**src/rtl/hpt_pkg.sv**
```systemverilog
package hpt_pkg;
   localparam int WORD_W = 64;

   typedef enum logic [2:0] {
      ST_IDLE,
      ST_RD0,
      ST_RD1,
      ST_EVAL,
      ST_WB,
      ST_FIN
   } walk_st_t;

   // rights vector layout
   localparam int RT_READ  = 0;
   localparam int RT_WRITE = 1;
   localparam int RT_EXEC  = 2;
endpackage

```
**src/rtl/hpt_hash.sv**
```systemverilog
module hpt_hash import hpt_pkg::*; #(
   parameter int SIZE_BIT   = 62,
   parameter int LARGE_BIT  = 8,
   parameter int VSID_LSB   = 12,
   parameter int VSID_MSB   = 61,
   parameter int SH_SMALL   = 12,
   parameter int SH_BIG     = 24,
   parameter int SEG_SMALL  = 28,
   parameter int SEG_BIG    = 40,
   parameter int PG_BASE    = 12,
   parameter int PG_HUGE    = 24,
   parameter int TAG_SHIFT  = 16,
   parameter int GRP_SHIFT  = 7,
   parameter bit SUPPORT_1T = 1'b1
) (
   input  logic [WORD_W-1:0] seg_word,
   input  logic [WORD_W-1:0] ea,
   input  logic [WORD_W-1:0] tab_mask,
   output logic [WORD_W-1:0] pri_off,
   output logic [WORD_W-1:0] sec_off,
   output logic [WORD_W-1:0] tag
);
   localparam logic [WORD_W-1:0] TAG_MASK  = ~((64'd1 << VSID_LSB) - 64'd1);
   localparam logic [WORD_W-1:0] VSID_MASK = ((64'd1 << (VSID_MSB + 1)) - 64'd1) & TAG_MASK;
   localparam logic [WORD_W-1:0] ABBR_LOW  = 64'd1 << GRP_SHIFT;

   logic                is_1t;
   logic                is_large;
   logic [5:0]          vsh, ssh, psh;
   logic [WORD_W-1:0]   vsid, seg_span, pg_span, page_addr, pidx, hash;

   assign is_large  = seg_word[LARGE_BIT];
   assign vsh       = is_1t ? 6'(SH_BIG)  : 6'(SH_SMALL);
   assign ssh       = is_1t ? 6'(SEG_BIG) : 6'(SEG_SMALL);
   assign psh       = is_large ? 6'(PG_HUGE) : 6'(PG_BASE);
   assign vsid      = (seg_word & VSID_MASK) >> vsh;
   assign seg_span  = 64'd1 << ssh;
   assign pg_span   = 64'd1 << psh;
   assign page_addr = ea & (seg_span - pg_span);
   assign pidx      = page_addr >> psh;

   generate
      if (SUPPORT_1T) begin : g_both_sizes
         assign is_1t = seg_word[SIZE_BIT];
         assign hash  = is_1t ? (vsid ^ (vsid << 25) ^ pidx) : (vsid ^ pidx);
      end else begin : g_small_only
         assign is_1t = 1'b0;
         assign hash  = vsid ^ pidx;
      end
   endgenerate

   assign tag     = (seg_word & TAG_MASK) | ((page_addr >> TAG_SHIFT) & (seg_span - ABBR_LOW));
   assign pri_off = (hash << GRP_SHIFT) & tab_mask;
   assign sec_off = ((~hash) << GRP_SHIFT) & tab_mask;
endmodule

```
**src/rtl/hpt_match.sv**
```systemverilog
module hpt_match import hpt_pkg::*; #(
   parameter int VALID_BIT = 0,
   parameter int SEC_BIT   = 1,
   parameter int CMP_LSB   = 7
) (
   input  logic [WORD_W-1:0] dw0,
   input  logic [WORD_W-1:0] tag,
   input  logic              pass,
   output logic              hit
);
   localparam logic [WORD_W-1:0] CMP_MASK = ~((64'd1 << CMP_LSB) - 64'd1);

   assign hit = dw0[VALID_BIT] && (dw0[SEC_BIT] == pass)
              && (((dw0 ^ tag) & CMP_MASK) == '0);
endmodule

```
**src/rtl/hpt_refchg.sv**
```systemverilog
module hpt_refchg import hpt_pkg::*; #(
   parameter int REF_BIT = 8,
   parameter int CHG_BIT = 7
) (
   input  logic [WORD_W-1:0] dw1_in,
   input  logic              acc_write,
   input  logic [2:0]        rights_in,
   output logic [WORD_W-1:0] dw1_out,
   output logic [2:0]        rights_out,
   output logic              dirty
);
   logic wr_granted;

   assign wr_granted = acc_write && rights_in[RT_WRITE];

   always_comb begin
      dw1_out    = dw1_in;
      rights_out = rights_in;
      dw1_out[REF_BIT] = 1'b1;
      if (!dw1_in[CHG_BIT]) begin
         if (wr_granted) dw1_out[CHG_BIT] = 1'b1;
         else            rights_out[RT_WRITE] = 1'b0;
      end
      dirty = (dw1_out != dw1_in);
   end
endmodule

```
**src/rtl/hpt_walker.sv**
```systemverilog
module hpt_walker import hpt_pkg::*; #(
   parameter int ENTRIES     = 8,
   parameter int ENTRY_BYTES = 16,
   parameter int SIZE_BIT    = 62,
   parameter int LARGE_BIT   = 8,
   parameter int VALID_BIT   = 0,
   parameter int SEC_BIT     = 1,
   parameter int REF_BIT     = 8,
   parameter int CHG_BIT     = 7,
   parameter bit SUPPORT_1T  = 1'b1
) (
   input  logic              clk,
   input  logic              rst,
   input  logic              start,
   input  logic [63:0]       seg_word,
   input  logic [63:0]       eff_addr,
   input  logic [63:0]       tab_base,
   input  logic [63:0]       tab_mask,
   input  logic              acc_write,
   input  logic [2:0]        rights_in,
   output logic              busy,
   output logic              done,
   output logic              found,
   output logic [63:0]       hit_addr,
   output logic [63:0]       hit_dw0,
   output logic [63:0]       hit_dw1,
   output logic [2:0]        rights_out,
   output logic              mem_req,
   output logic              mem_we,
   output logic [63:0]       mem_addr,
   output logic [63:0]       mem_wdata,
   input  logic              mem_ack,
   input  logic [63:0]       mem_rdata
);
   localparam int IDX_W     = (ENTRIES > 1) ? $clog2(ENTRIES) : 1;
   localparam int ENT_SHIFT = $clog2(ENTRY_BYTES);
   localparam int GRP_SHIFT = $clog2(ENTRIES * ENTRY_BYTES);
   localparam logic [IDX_W-1:0]  LAST_IDX = IDX_W'(ENTRIES - 1);
   localparam logic [WORD_W-1:0] HALF_OFF = WORD_W'(ENTRY_BYTES / 2);

   initial begin
      e_entries_pow2 : assert (ENTRIES >= 2 && (ENTRIES & (ENTRIES - 1)) == 0);
      e_entry_bytes  : assert (ENTRY_BYTES == 16);
      e_flag_bits    : assert (REF_BIT != CHG_BIT && VALID_BIT != SEC_BIT);
   end

   walk_st_t            st;
   logic                pass_q, wr_q, found_q, hit;
   logic [IDX_W-1:0]    idx_q;
   logic [WORD_W-1:0]   seg_q, ea_q, base_q, mask_q, dw0_q, dw1_q, hit_addr_q;
   logic [2:0]          rights_q, rights_o_q, rights_nx;
   logic [WORD_W-1:0]   pri_off, sec_off, tag, ent_addr, dw1_nx;
   logic                dirty;

   hpt_hash #(
      .SIZE_BIT(SIZE_BIT), .LARGE_BIT(LARGE_BIT), .GRP_SHIFT(GRP_SHIFT),
      .SUPPORT_1T(SUPPORT_1T)
   ) u_hash (
      .seg_word(seg_q), .ea(ea_q), .tab_mask(mask_q),
      .pri_off(pri_off), .sec_off(sec_off), .tag(tag)
   );

   hpt_match #(.VALID_BIT(VALID_BIT), .SEC_BIT(SEC_BIT), .CMP_LSB(GRP_SHIFT)) u_match (
      .dw0(dw0_q), .tag(tag), .pass(pass_q), .hit(hit)
   );

   hpt_refchg #(.REF_BIT(REF_BIT), .CHG_BIT(CHG_BIT)) u_rc (
      .dw1_in(dw1_q), .acc_write(wr_q), .rights_in(rights_q),
      .dw1_out(dw1_nx), .rights_out(rights_nx), .dirty(dirty)
   );

   assign ent_addr = base_q + (pass_q ? sec_off : pri_off)
                   + ({{(WORD_W-IDX_W){1'b0}}, idx_q} << ENT_SHIFT);

   assign mem_req   = (st == ST_RD0) || (st == ST_RD1) || (st == ST_WB);
   assign mem_we    = (st == ST_WB);
   assign mem_addr  = ent_addr + (((st == ST_RD1) || (st == ST_WB)) ? HALF_OFF : '0);
   assign mem_wdata = dw1_q;

   assign busy       = (st != ST_IDLE) && (st != ST_FIN);
   assign done       = (st == ST_FIN);
   assign found      = found_q;
   assign hit_addr   = hit_addr_q;
   assign hit_dw0    = dw0_q;
   assign hit_dw1    = dw1_q;
   assign rights_out = rights_o_q;

   always_ff @(posedge clk) begin
      if (rst) begin
         st         <= ST_IDLE;
         pass_q     <= 1'b0;
         idx_q      <= '0;
         wr_q       <= 1'b0;
         found_q    <= 1'b0;
         seg_q      <= '0;
         ea_q       <= '0;
         base_q     <= '0;
         mask_q     <= '0;
         dw0_q      <= '0;
         dw1_q      <= '0;
         hit_addr_q <= '0;
         rights_q   <= '0;
         rights_o_q <= '0;
      end else begin
         unique case (st)
            ST_IDLE: if (start) begin
               seg_q    <= seg_word;
               ea_q     <= eff_addr;
               base_q   <= tab_base;
               mask_q   <= tab_mask;
               wr_q     <= acc_write;
               rights_q <= rights_in;
               pass_q   <= 1'b0;
               idx_q    <= '0;
               found_q  <= 1'b0;
               st       <= ST_RD0;
            end
            ST_RD0: if (mem_ack) begin
               dw0_q <= mem_rdata;
               st    <= ST_RD1;
            end
            ST_RD1: if (mem_ack) begin
               dw1_q <= mem_rdata;
               st    <= ST_EVAL;
            end
            ST_EVAL: begin
               if (hit) begin
                  dw1_q      <= dw1_nx;
                  rights_o_q <= rights_nx;
                  found_q    <= 1'b1;
                  hit_addr_q <= ent_addr;
                  st         <= dirty ? ST_WB : ST_FIN;
               end else if (idx_q == LAST_IDX) begin
                  if (!pass_q) begin
                     pass_q <= 1'b1;
                     idx_q  <= '0;
                     st     <= ST_RD0;
                  end else begin
                     rights_o_q <= '0;
                     st         <= ST_FIN;
                  end
               end else begin
                  idx_q <= idx_q + 1'b1;
                  st    <= ST_RD0;
               end
            end
            ST_WB:   if (mem_ack) st <= ST_FIN;
            ST_FIN:  st <= ST_IDLE;
            default: st <= ST_IDLE;
         endcase
      end
   end

   // request held steady until accepted
   a_r11_req_hold : assert property (@(posedge clk) disable iff (rst)
      mem_req && !mem_ack |=> mem_req && $stable(mem_addr) && $stable(mem_we) && $stable(mem_wdata));
   // completion is a single cycle with busy low
   a_r11_done_pulse : assert property (@(posedge clk) disable iff (rst)
      done |-> !busy ##1 !done);
   // the only write targets the second doubleword of a slot
   a_r10_wb_half : assert property (@(posedge clk) disable iff (rst)
      mem_req && mem_we |-> mem_addr[ENT_SHIFT-1:0] == ENT_SHIFT'(ENTRY_BYTES / 2));
   // a returned match always carries the referenced flag
   a_r7_ref_set : assert property (@(posedge clk) disable iff (rst)
      done && found |-> hit_dw1[REF_BIT]);
   // a clean page never hands out write permission
   a_r9_first_write : assert property (@(posedge clk) disable iff (rst)
      done && found && !hit_dw1[CHG_BIT] |-> !rights_out[RT_WRITE]);
   // a miss returns no rights
   a_r6_miss_rights : assert property (@(posedge clk) disable iff (rst)
      done && !found |-> rights_out == 3'b000);
endmodule

```
**config.mk**
```make
export PLATFORM = sky130hd
export DESIGN_NAME = hpt_walker
export DESIGN_NICKNAME = d
export VERILOG_FILES = /design/src/rtl/hpt_pkg.sv /design/src/rtl/hpt_hash.sv /design/src/rtl/hpt_match.sv /design/src/rtl/hpt_refchg.sv /design/src/rtl/hpt_walker.sv
export SDC_FILE = /design/constraint.sdc
export NUM_CORES = 1
export LEC_CHECK = 0
export BUFFER_PORTS_ARGS = -buffer_cell sky130_fd_sc_hd__buf_2
export CAP_MARGIN = 20
export CORE_AREA = 4 4 255 257
export DETAILED_ROUTE_END_ITERATION = 16
export DIE_AREA = 0 0 259 261
export SYNTH_ARGS = -nofsm -noshare
export SYNTH_HDL_FRONTEND = slang
export SYNTH_SLANG_ARGS = --single-unit
export TNS_END_PERCENT = 50
```
**constraint.sdc**
```tcl
create_clock -name clk -period 7.06 [get_ports clk]
set_input_delay 0.706 -clock clk [delete_from_list [all_inputs] [get_ports clk]]
set_output_delay 0.706 -clock clk [all_outputs]
set_load 0.05 [all_outputs]
```
### Word-level counts from Yosys, hierarchy flattened

Index checks and enable logic that the tools add are counted.

| word-level totals | value |
|---|---|
| register bits | 463 |
| bits in latches | 0 |
| memory bits (writable) | 0 |
| memory bits (read-only) | 0 |
| word-level logic and storage cells | 113 |
| memories kept | 0 |

| operators by class | value |
|---|---|
| $add $sub $neg | 6 |
| multipliers | 0 |
| divide/modulo/power cells | 0 |
| $lt $le $gt $ge | 0 |
| equal/unequal tests | 17 |
| shift-type cells | 4 |
| multiplexer cells | 36 |
| bitwise operators | 11 |
| reduce and logical (&&, ||, !) cells | 24 |

Operator list:

| kind | number |
|---|---|
| $and A64 B64 Y64 | 3 |
| $xor A57 B57 Y57 | 3 |
| $mux W64 | 2 |
| $pmux W64 S2 | 1 |
| $shl A1 B6 Y64 const A | 2 |
| $add A64 B4 Y64 | 1 |
| $add A64 B64 Y64 | 1 |
| $add A64 B7 Y64 | 1 |
| $and A48 B64 Y64 | 1 |
| $logic_not A64 Y1 | 1 |
| $or A64 B64 Y64 | 1 |
| $shr A64 B6 Y57 | 1 |
| $sub A64 B64 Y64 | 1 |
| $sub A64 B8 Y64 const B | 1 |
| $xor A64 B64 Y64 | 1 |
| $shr A62 B5 Y57 | 1 |
| $mux W57 | 1 |
| $not A57 Y57 | 1 |
| $mux W3 | 14 |
| $pmux W3 S5 | 1 |
| $ne A2 B2 Y1 const B | 6 |
| $reduce_and A3 Y1 | 4 |
| $reduce_and A4 Y1 | 3 |
| $mux W5 | 2 |
| 21 further kinds | 44 |

### Longest topological paths before layout

Gate-level depths: netlist of the first run.

| depth | value |
|---|---|
| depth in word-level cells | 13 |
| mapped depth | 23 |
| mapped depth without buffers | 17 |

### Cells and area by module

From an unflattened synthesis of the first run, not the netlist that was laid out.

| second synthesis, totals | value |
|---|---|
| cells, all modules | 3,736 |
| area, all modules | 28,376.0 um2 |

By module, submodules not included:

| module | instances | cells an instance | area each (um2) | seq. area each (um2) |
|---|---|---|---|---|
| hpt_walker | 1 | 3,181 | 24,275.8 | 9,268.9 |
| hpt_hash | 1 | 406 | 2,934.1 | 0.0 |
| hpt_match | 1 | 79 | 648.1 | 0.0 |
| hpt_refchg | 1 | 70 | 518.0 | 0.0 |

### Least setup slack after synthesis of the first run

OpenSTA, ideal clock, no wires.

| timing path | value |
|---|---|
| path kind | reg2out |
| start | register seg_q[62] |
| end | output mem_addr[63] |
| arrival time | 6,478 ps |
| data required time | 6,354 ps |
| setup slack | -124 ps |
| cell stages (with the launch flop) | 21 |
| path buffers | 6 |
| path through | dfxtp_1 clkbuf_1 clkbuf_1 clkbuf_1 clkbuf_1 buf_1 mux2i_1 xnor2_1 and2_1 ha_1 clkbuf_1 nand4_1 or2_2 o221ai_1 mux2_2 a211o_1 nand4bb_1 or4_4 or4b_4 and4b_1 xor2_1 |

| on the way | value |
|---|---|
| cells in the longest elaborated chain, start to end | 13 |
| elaborated cells between the ends (all ways) | 18 |
| classes of those cells | add/sub: 4; shift: 3; mux: 4; bitwise: 7 |

RTL lines:

| item | line | source |
|---|---|---|
| from (decl) | hpt_walker.sv:50 | `logic [WORD_W-1:0] seg_q, ea_q, base_q, mask_q, dw0_q, dw1_q, hit_addr_q;` |
| from (signal assigned) | hpt_walker.sv:107 | `seg_q <= seg_word;` |
| $mux W6 | hpt_hash.sv:34 | `assign ssh = is_1t ? 6'(SEG_BIG) : 6'(SEG_SMALL);` |
| $shl A1 B6 Y64 | hpt_hash.sv:37 | `assign seg_span = 64'd1 << ssh;` |
| $sub A64 B64 Y64 | hpt_hash.sv:39 | `assign page_addr = ea & (seg_span - pg_span);` |
| $and A64 B64 Y64 | hpt_hash.sv:39 |  |
| $shr A64 B6 Y57 | hpt_hash.sv:40 | `assign pidx = page_addr >> psh;` |
| $xor A57 B57 Y57 | hpt_hash.sv:45 | `assign hash = is_1t ? (vsid ^ (vsid << 25) ^ pidx) : (vsid ^ pidx);` |
| $mux W57 * | hpt_hash.sv:45 |  |
| $not A57 Y57 | hpt_hash.sv:54 | `assign sec_off = ((~hash) << GRP_SHIFT) & tab_mask;` |
| $and A64 B64 Y64 | hpt_hash.sv:54 |  |
| $mux W64 * | hpt_walker.sv:72 | `assign ent_addr = base_q + (pass_q ? sec_off : pri_off)` |
| $add A64 B64 Y64 * | hpt_walker.sv:72 |  |
| $add A64 B7 Y64 * | hpt_walker.sv:73 | `+ ({{(WORD_W-IDX_W){1'b0}}, idx_q} << ENT_SHIFT);` |
| $add A64 B4 Y64 * | hpt_walker.sv:77 | `assign mem_addr = ent_addr + (((st == ST_RD1) \|\| (st == ST_WB)) ? HALF_OFF : '0);` |
| to (decl) | hpt_walker.sv:30 | `output logic [63:0] mem_addr,` |

Every way passes the cells marked *; elsewhere a longest branch is shown, timed or not.

### Worst setup path in the final report of the first run

Ends and elaborated chain as after synthesis.

==> results of run 1 <==
final cells by class:
type / count / area (sq um) / share of cell area (%)
Clock buffer: 66 / 1420 / 4.99
Tap cell: 846 / 1060 / 3.71
Clock inverter: 22 / 362 / 1.27
Sequential cell: 409 / 8200 / 28.8
Timing Repair Buffer: 667 / 3610 / 12.7
Multi-Input combinational cell: 2418 / 13800 / 48.3
Antenna cell: 11 / 27.5 / 0.0966
Inverter: 20 / 75.1 / 0.263
worst max-delay path: stages, from the launching register on:
cell      delay [ns]
dfxtp_4         0.49
buf_4           0.24
mux2i_1         0.23
xnor2_1         0.15
xnor2_1         0.10
and2_1          0.18
ha_2            0.48
nand4_2         0.26
or4_1           0.58
a211o_1         0.34
a31oi_1         0.34
o31ai_1         0.19
o41ai_2         0.45
xor2_1          0.28
or4b_4          0.49
and4b_1         0.37
xor2_2          0.14
clkbuf_4        0.24
cell usage after synthesis (9+ instances only):
| master | count |
|---|---|
| nand2_1 | 869 |
| a21oi_1 | 508 |
| dfxtp_1 | 409 |
| xnor2_1 | 210 |
| clkbuf_1 | 165 |
| nor2_1 | 131 |
| buf_4 | 69 |
| ha_1 | 63 |
| nand4_1 | 57 |
| and2_1 | 53 |
| o21ai_0 | 53 |
| nor2b_1 | 50 |
| xor2_1 | 49 |
| nand3_1 | 45 |
| mux2i_1 | 34 |
| nor3_1 | 29 |
| a31oi_1 | 26 |
| buf_2 | 26 |
| nor4_1 | 21 |
| inv_1 | 20 |
| a21o_1 | 19 |
| a211oi_1 | 12 |
| and3_1 | 12 |
| o21ai_1 | 11 |
| o211ai_1 | 9 |
| o21a_1 | 9 |
power by group:
group	switching [mW]	internal, mW	leakage [nW]	total (mW)
clock network	1.09	1.71	0.865	2.80
logic	0.834	0.389	7.50	1.22
registers	0.125	2.42	3.33	2.54
metrics by stage:
step	hold WS, ns	setup WS [ns]	utilization, %	power, mW	setup TNS, ns
after global placement	0.437	0.621	42.0	3.79	0
after detailed placement	0.442	0.531	42.0	3.80	0
after floorplan	0.432	-0.00861	-	3.37	-0.00861
after CTS	0.304	0.0142	44.9	6.60	0
final	0.338	0.197	45.4	6.57	0
after global routing	0.325	0.00232	45.4	6.82	0
sequential cells by signal (all words and copies together), names as in the netlist:
name	flops
base_q	64
ea_q	28
found	1
hit_addr	64
hit_dw0	64
hit_dw1	64
idx_q	3
mask_q	57
pass_q	1
rights_out	3
rights_q	3
seg_q	53
st	3
wr_q	1
metal layers:
layer	global-route usage, %	wire [um]	part of all wire (%)
met1	34.0	40300	42
met5	0	47	0.049
met4	7.12	2510	2.6
met2	46.1	46500	49
met3	4.72	6090	6.4
timing repair:
item,CTS,global route
setup endpoints to repair,9,20
gates resized for setup,5,55
setup buffers,1,4
pin swaps,1,6
gates cloned,0,2
logic make-up after synthesis:
family	share of synthesized area, %
AND/OR/NAND/NOR	25.0
AO/OA/AOI/OAI	18.5
flip-flops	35.5
buffers and inverters	6.05
XOR/XNOR	9.83
adder cells (fa/ha/maj)	3.50
multiplexers	1.62
final timing paths:
path / depth (start not counted) / from / to / slack, ns
max: 17 / seg_q[62] / mem_addr[63] / 0.20
min: 3 / tab_mask[58] / mask_q[58] / 0.34
max reg2reg: 18 / seg_q[62] / hit_addr[62] / 2.03
min reg2reg: 2 / hit_addr[14] / hit_addr[14] / 0.45
==> results.py, run 1 <==
metrics = {
    "grt": {
        "grt_start_max_net_pins": 184,
        "grt_overflow": 0,
        "antenna_found_initial": 19,
        "grt_pass1_wl_um": 138000,
        "grt_pass1_vias": 21990,
        "track_usage_pct": 26.5,
    },
    "clock_network": {
        "numClockSinks": 409,
        "h-tree-depth": 2,
        "cts_hold_repair.buffers": 0,
        "path_clk_slew_ns": 0.06,
        "root_buffer": "clkbuf_16",
        "cts_inserted_buffers": 49,
        "tritoncts": "done",
        "clk_path_buf_depth": 3,
        "insertion_delay_ns": 0.60,
    },
    "synth": {
        "ys_seq_area_share_pct": 35.5,
        "ys_ff_latch": 409,
        "synthCells": 3117,
        "synth.avg_cell_area_sq_um": 7.40,
        "synth_flop_cell": "dfxtp_1",
        "syn-num-nets": 3509,
        "synth_warnings": 0,
        "synth-edff-count": 0,
        "synth.distinct_cells": 88,
        "async_flop_share_pct": 0,
        "syn_area_sq_um": 23100,
        "ys_top_cells_by_area": "dfxtp_1 (35%), nand2_1 (14%), a21oi_1 (11%)",
        "synth_top_area_share_pct": 35.5,
        "synth_top_cell_by_area": "dfxtp_1",
    },
    "sta": {
        "tightest_slew_ns": 1.09,
        "grt_setup_unrepaired": "no",
        "setup_viol": 0,
        "finalMaxSlewViolations": 0,
        "clock_skew_ns": 0.0195,
        "finalCritPeriodShare_pct": 97.2,
        "max_slew_margin_pct": 27.4,
        "max_freq_mhz": 146,
        "hold_violations": 0,
        "min_period_ns": 6.86,
    },
    "placed_design": {
        "port_buffers": 601,
        "postPlaceCellArea_sq_um": 26400,
        "place_hpwl_um": 73200,
        "place_inst": 4353,
        "routabilityCongestion": 0.925,
    },
    "critical_path": {
        "startpoint_type": "flop",
        "worstSetupPathType": "reg -> out",
        "cp_max_fo": 14,
        "end_kind": "output pin",
        "crit_required_ns": 6.35,
        "cp.arrival_ns": 6.16,
    },
    "detailed_routing": {
        "avgViaCountPerCell": 5.24,
        "drtIter0Drc": 1905,
        "firstDrtPassIters": 5,
        "vias": 23371,
        "ant_nets": 0,
        "wl_um": 95500,
        "drc_errors": 0,
        "wl_per_cell_um": 21.4,
    },
    "finish": {
        "fill_cells": 6497,
        "syn2layout_area_growth_pct": 23.6,
        "fin_nets": 3957,
        "final_cell_count_no_fill": 4459,
        "layout_common_cells": "nand2_1 (868), buf_2 (599), a21oi_1 (499), dfxtp_1 (406), xnor2_1 (206)",
        "final_common_cell": "nand2_1",
        "drive_above_1_share_pct": 23.6,
        "fin_area_sq_um": 28500,
    },
    "run": {
        "maxCapViolCount": 0,
    },
    "floorplanning": {
        "initial_core_util_pct": 36.8,
        "die_w_um": 259,
        "core_region_area_sq_um": 62700,
        "die_h_um": 261,
        "io_pins": 656,
        "std_cell_rows": 92,
        "die_area_sq_um": 67600,
    },
    "power_and_ir_drop": {
        "ir_drop_mv": 0.181,
        "p_per_area_nw_per_um2": 230,
        "leakagePower_nw": 11.7,
    },
    "hold_path": {
        "hold_class": "in -> reg",
    },
    "status": {
        "outcome": "completed",
    },
}
No activity file was read; power rests on OpenSTA's default activity.
==> run 2: changes to the inputs <==
==> constraint.sdc (replaced) <==
create_clock -name clk -period 7.06 [get_ports clk]
set_input_delay 1.059 -clock clk [delete_from_list [all_inputs] [get_ports clk]]
set_output_delay 1.059 -clock clk [all_outputs]
set_load 0.05 [all_outputs]
==> results.py, run 2 (synthesis results as in run 1) <==
metrics = {
    "clock_network": {
        "clk_path_buf_depth": 3,
        "numClockSinks": 409,
        "path_clk_slew_ns": 0.06,
        "h-tree-depth": 2,
        "cts_inserted_buffers": 48,
        "tritoncts": "done",
        "root_buffer": "clkbuf_16",
        "cts_hold_repair.buffers": 0,
        "insertion_delay_ns": 0.60,
    },
    "critical_path": {
        "rrSetupSlack_ns": 2.44,
        "cpLargestDelayFamily": "simple AND/OR/NAND/NOR gates",
        "crit_top_cell": "xnor2_1",
        "r2r_cells": 20,
        "end_kind": "output pin",
        "cpPeakStageDelay_ns": 0.54,
        "cp.arrival_ns": 5.88,
        "reg2reg_from": "seg_q[62]",
        "crit_required_ns": 6.00,
        "crit_chain": "buf_12 -> mux2i_1 -> xnor2_1 -> xnor2_1 -> and2_1 -> ha_2 -> nand2_1 -> nor4_2 -> nand3_1 -> a31o_2 -> a211o_1 -> nand4bb_1 -> or4_4 -> or4b_4 -> and4b_2 -> xor2_4 -> buf_8",
        "reg2reg_to": "hit_addr[62]",
        "crit_buf_inv": 2,
        "worstSetupPathType": "reg -> out",
        "startpoint_type": "flop",
        "critPathSlowestCell": "or4_4",
        "cp_max_fo": 12,
    },
    "power_and_ir_drop": {
        "p_per_area_nw_per_um2": 222,
        "p_comb_share_pct": 19.5,
        "seqPwrFrac_pct": 39.2,
        "switching_power_mw": 2.06,
        "ir_drop_mv": 0.174,
        "clkPwrFrac_pct": 41.3,
        "leakagePower_nw": 12.0,
        "power.total_mw": 6.49,
        "p_sw_share_pct": 31.7,
        "p_int_mw": 4.43,
    },
    "detailed_routing": {
        "wl_um": 96000,
        "drc_errors": 0,
        "firstDrtPassIters": 5,
        "avgViaCountPerCell": 5.23,
        "ant_nets": 0,
        "wl_per_cell_um": 21.3,
        "drtIter0Drc": 2015,
        "vias": 23572,
    },
    "sta": {
        "clock_skew_ns": 0.0304,
        "setup_viol": 0,
        "grt_setup_unrepaired": "yes",
        "setup_tns_ns": 0,
        "finalCritPeriodShare_pct": 98.3,
        "max_slew_margin_pct": 27.2,
        "hold_violations": 0,
        "finalMaxSlewViolations": 0,
        "min_period_ns": 6.94,
        "tightest_slew_ns": 1.09,
        "max_freq_mhz": 144,
    },
    "hold_path": {
        "min_path_cells": 2,
        "hold_end": "hit_addr[35]",
        "hold_class": "reg -> reg",
        "worstHoldStart": "hit_addr[35]",
    },
    "grt": {
        "grt_overflow": 0,
        "track_usage_pct": 26.9,
        "grt_pass1_wl_um": 140000,
        "grt_start_max_net_pins": 181,
        "grt_pass1_vias": 22429,
        "antenna_found_initial": 25,
    },
    "finish": {
        "layout_common_cells": "nand2_1 (867), buf_2 (592), a21oi_1 (496), dfxtp_1 (402), xnor2_1 (199)",
        "drive_above_1_share_pct": 25.8,
        "final_common_cell": "nand2_1",
        "final_cell_count_no_fill": 4507,
        "fin_area_sq_um": 29200,
        "fin_nets": 4002,
        "syn2layout_area_growth_pct": 26.5,
    },
    "floorplanning": {
        "die_h_um": 261,
        "io_pins": 656,
        "core_region_area_sq_um": 62700,
        "initial_core_util_pct": 36.8,
        "die_w_um": 259,
        "die_area_sq_um": 67600,
        "std_cell_rows": 92,
    },
    "placed_design": {
        "postPlaceCellArea_sq_um": 26700,
        "port_buffers": 601,
        "place_inst": 4396,
        "routabilityCongestion": 0.923,
        "place_hpwl_um": 73900,
    },
    "status": {
        "outcome": "completed",
    },
    "run": {
        "maxCapViolCount": 0,
    },
}
[run 2: how the worst max path moves through the flow]
stage	start	end	slack, ns	cells after the start
after CTS	seg_q[8]	mem_addr[63]	0.003	19
after global placement	seg_q[62]	mem_addr[63]	0.31	16
after detailed placement	seg_q[62]	mem_addr[63]	0.29	17
final	seg_q[62]	mem_addr[63]	0.12	17
after global routing	seg_q[62]	mem_addr[63]	-0.07	18
after floorplan	seg_q[62]	mem_addr[48]	-0.04	20
[run 2: power by group through the flow]
stage | logic (mW) | clock network [mW] | registers [mW]
floorplan | 0.752 | 0 | 2.62
global placement | 1.22 | 0 | 2.59
detailed placement | 1.22 | 0 | 2.59
CTS | 1.24 | 2.74 | 2.54
global route | 1.37 | 2.83 | 2.56
finish | 1.26 | 2.68 | 2.54
[run 2: routing by layer]
metal  GRT usage (%)  vias to the layer above  wire (um)
li1                -                    11499          -
met1            35.0                    11118      40600
met2            46.0                      786      46100
met3            4.69                      153       6220
met4            7.80                       16       2880
met5               0                        -        107
[run 2: area by class of cell]
type                       instances  area [sq um]
antenna                           13          32.5
clock buffer                      67          1380
clock inverter                    21           317
fill                            6471         33600
inverter                          20          75.1
multi-input combinational       2418         14100
sequential                       409          8200
tap                              846          1060
timing repair buffer             713          4010
[run 2: through the flow]
step / utilization [%] / hold slack [ns] / worst slack (ns)
after CTS: 45.7 / 0.450 / 0.00282
after detailed placement: 42.6 / 0.442 / 0.295
after global placement: 42.6 / 0.435 / 0.310
final: 46.5 / 0.446 / 0.119
after floorplan: - / 0.432 / -0.0401
after global routing: 46.5 / 0.465 / -0.0750
[run 2: worst register-to-register path, cell delays in order, from the launching register on]
cell and delay (ns):
dfxtp_4 0.42, buf_12 0.14, buf_4 0.17, mux2i_2 0.23
xnor2_1 0.15, xnor2_1 0.13, and2_1 0.22, ha_2 0.35
buf_4 0.17, nand4_1 0.09, or4_1 0.43, a211o_4 0.32
a31oi_2 0.27, o31ai_1 0.20, o41ai_2 0.40, a21o_1 0.17
a21oi_1 0.07, xnor2_1 0.21, buf_4 0.18, nand2_1 0.05
a21oi_1 0.14
[run 2: what timing repair did]
action                                 4_1_cts  5_1_grt
setup buffers                                5        4
endpoints found under the hold margin        0        0
gates cloned                                 1        0
resized for setup                           32      100
setup endpoints to repair                   20       20
pin swaps                                    3       19
==> run 3: changes to the inputs <==
--- a/config.mk
+++ b/config.mk
@@ -7,10 +7,13 @@
 export LEC_CHECK = 0
 export BUFFER_PORTS_ARGS = -buffer_cell sky130_fd_sc_hd__buf_2
 export CAP_MARGIN = 20
-export CORE_AREA = 4 4 255 257
+export CORE_ASPECT_RATIO = 0.6
+export CORE_MARGIN = 4
+export CORE_UTILIZATION = 55
 export DETAILED_ROUTE_END_ITERATION = 16
-export DIE_AREA = 0 0 259 261
+export PLACE_DENSITY = 0.81
 export SYNTH_ARGS = -nofsm -noshare
 export SYNTH_HDL_FRONTEND = slang
+export SYNTH_HIERARCHICAL = 1
 export SYNTH_SLANG_ARGS = --single-unit
 export TNS_END_PERCENT = 50
==> results.py, run 3 <==
metrics = {
    "finish": {
        "layout_common_cells": "nand2_1 (878), buf_2 (583), dfxtp_1 (401), a21oi_1 (395), buf_4 (203)",
        "fin_nets": 4451,
        "final_common_cell": "nand2_1",
        "multi_input_area_sq_um": 17800,
        "fill_cells": 3949,
        "syn2layout_area_growth_pct": 26.2,
        "regArea_sq_um": 8210,
        "fin_area_sq_um": 33500,
        "drive_above_1_share_pct": 30.8,
    },
    "critical_path": {
        "worstSetupPathType": "reg -> out",
        "crit_required_ns": 6.00,
        "rrSetupSlack_ns": 1.89,
        "startpoint_type": "flop",
        "end_kind": "output pin",
        "cp.arrival_ns": 6.13,
        "cp_max_fo": 8,
    },
    "status": {
        "violations": "setup timing",
        "outcome": "complete, but fails checks",
    },
    "grt": {
        "grt_start_max_net_pins": 200,
        "track_usage_pct": 35.6,
        "grt_overflow": 0,
        "antenna_found_initial": 13,
        "grt_pass1_vias": 24741,
        "grt_pass1_wl_um": 146000,
    },
    "placed_design": {
        "postPlaceCellArea_sq_um": 29700,
        "place_hpwl_um": 73700,
        "port_buffers": 601,
        "routabilityCongestion": 1.00,
    },
    "detailed_routing": {
        "vias": 27361,
        "drtIter0Drc": 2792,
        "drc_errors": 0,
        "avgViaCountPerCell": 5.86,
        "wl_um": 99800,
        "wl_per_cell_um": 21.4,
        "firstDrtPassIters": 6,
        "ant_nets": 0,
    },
    "hold_path": {
        "hold_class": "reg -> reg",
    },
    "run": {
        "maxCapViolCount": 0,
    },
    "sta": {
        "max_slew_margin_pct": 26.0,
        "grt_setup_unrepaired": "yes",
        "finalMaxSlewViolations": 0,
        "max_freq_mhz": 139,
        "final.setup.worst_slack_ns": -0.129,
        "setup_viol": 3,
        "finalCritPeriodShare_pct": 102,
        "clock_skew_ns": 0.0158,
        "tightest_slew_ns": 1.11,
        "min_period_ns": 7.19,
        "hold_violations": 0,
    },
    "clock_network": {
        "cts_hold_repair.buffers": 0,
        "insertion_delay_ns": 0.56,
        "numClockSinks": 409,
        "tritoncts": "done",
        "cts_inserted_buffers": 40,
        "h-tree-depth": 2,
        "root_buffer": "clkbuf_16",
        "path_clk_slew_ns": 0.06,
        "clk_path_buf_depth": 3,
    },
    "power_and_ir_drop": {
        "leakagePower_nw": 14.6,
        "p_per_area_nw_per_um2": 193,
        "ir_drop_mv": 0.182,
        "power.total_mw": 6.48,
    },
    "floorplanning": {
        "core_region_area_sq_um": 47800,
        "die_area_sq_um": 52000,
        "std_cell_rows": 62,
        "die_h_um": 178,
        "io_pins": 656,
        "initial_core_util_pct": 55.6,
        "die_w_um": 292,
    },
    "synth": {
        "synth_warnings": 6,
        "synthCells": 3508,
        "syn_area_sq_um": 26500,
        "synth.avg_cell_area_sq_um": 7.57,
    },
}
-- run 3: cell types whose count changed in the layout (fill, tap and decap cells not counted), sizes merged, moves of 15 or more --
| cell | delta |
|---|---|
| a21oi | -81 |
| a311oi | +65 |
| and2 | +18 |
| buf | +122 |
| conb | +15 |
| ha | +63 |
| inv | +17 |
| mux2 | +59 |
| nand2 | +24 |
| nand2b | +21 |
| nand4 | -24 |
| nor2 | +51 |
| xnor2 | -110 |
| xor2 | +52 |
-- run 3: layer usage --
layer,global-route usage (%),up-vias,routed length [um]
met5,0,-,92
met3,7.30,176,10300
met1,52.8,12986,44300
met4,7.32,14,2230
met2,53.6,1365,42900
li1,-,12820,-
-- run 3: critical path, stage by stage (launching register included) --
cell	delay [ns]
dfxtp_4	0.42
buf_4	0.14
buf_6	0.12
mux2i_2	0.27
xnor2_2	0.12
a22o_1	0.18
mux2_2	0.30
ha_4	0.29
ha_4	0.24
nand2_2	0.11
nor3_2	0.06
a21boi_2	0.17
or4b_4	0.57
a311o_1	0.36
a21oi_2	0.17
xor2_1	0.10
or4_4	0.55
buf_6	0.15
nor3_4	0.19
buf_6	0.14
or4b_4	0.50
xor2_4	0.24
buf_12	0.16
-- run 3: what timing repair did --
item	4_1_cts	5_1_grt
endpoints found under the setup margin	26	30
buffers inserted	28	38
resized for setup	186	160
gates cloned	1	0
pin swaps	52	69
-- run 3: cell type report --
type	instances	area share, %
inverters	39	0.459
well taps	640	2.39
flip-flops and latches	409	24.5
repair buffers	834	15.5
clock inverters	16	0.691
clock buffers	55	3.43
multi-input cells	2669	53.0
diodes	7	0.0523
-- run 3: report_power, final --
part	internal, mW	switching, mW	total (mW)
registers	2.42	0.152	2.58
logic	0.559	1.02	1.58
clock network	1.33	0.991	2.32
-- run 3: metrics by stage --
stage / worst slack [ns] / hold WS [ns] / cells / util, % / TNS, ns
final: -0.129 / 0.451 / 4669 / 70.1 / -0.235
after global routing: -0.227 / 0.468 / 4665 / 70.1 / -1.25
after CTS: -0.0414 / 0.452 / 4626 / 67.6 / -0.0830
after detailed placement: 0.132 / 0.443 / 4527 / 62.1 / 0
after global placement: 0.114 / 0.441 / 4527 / 62.1 / 0
after floorplan: 0.177 / 0.436 / 3521 / - / 0
-- run 3: final timing paths --
| kind | start | to | cells after the start |
|---|---|---|---|
| worst min-delay path | hit_addr[51] | hit_addr[51] | 2 |
| worst min register to register | hit_addr[51] | hit_addr[51] | 2 |
| worst max-delay path | seg_q[8] | mem_addr[59] | 22 |
| worst max register to register | seg_q[8] | hit_addr[58] | 23 |
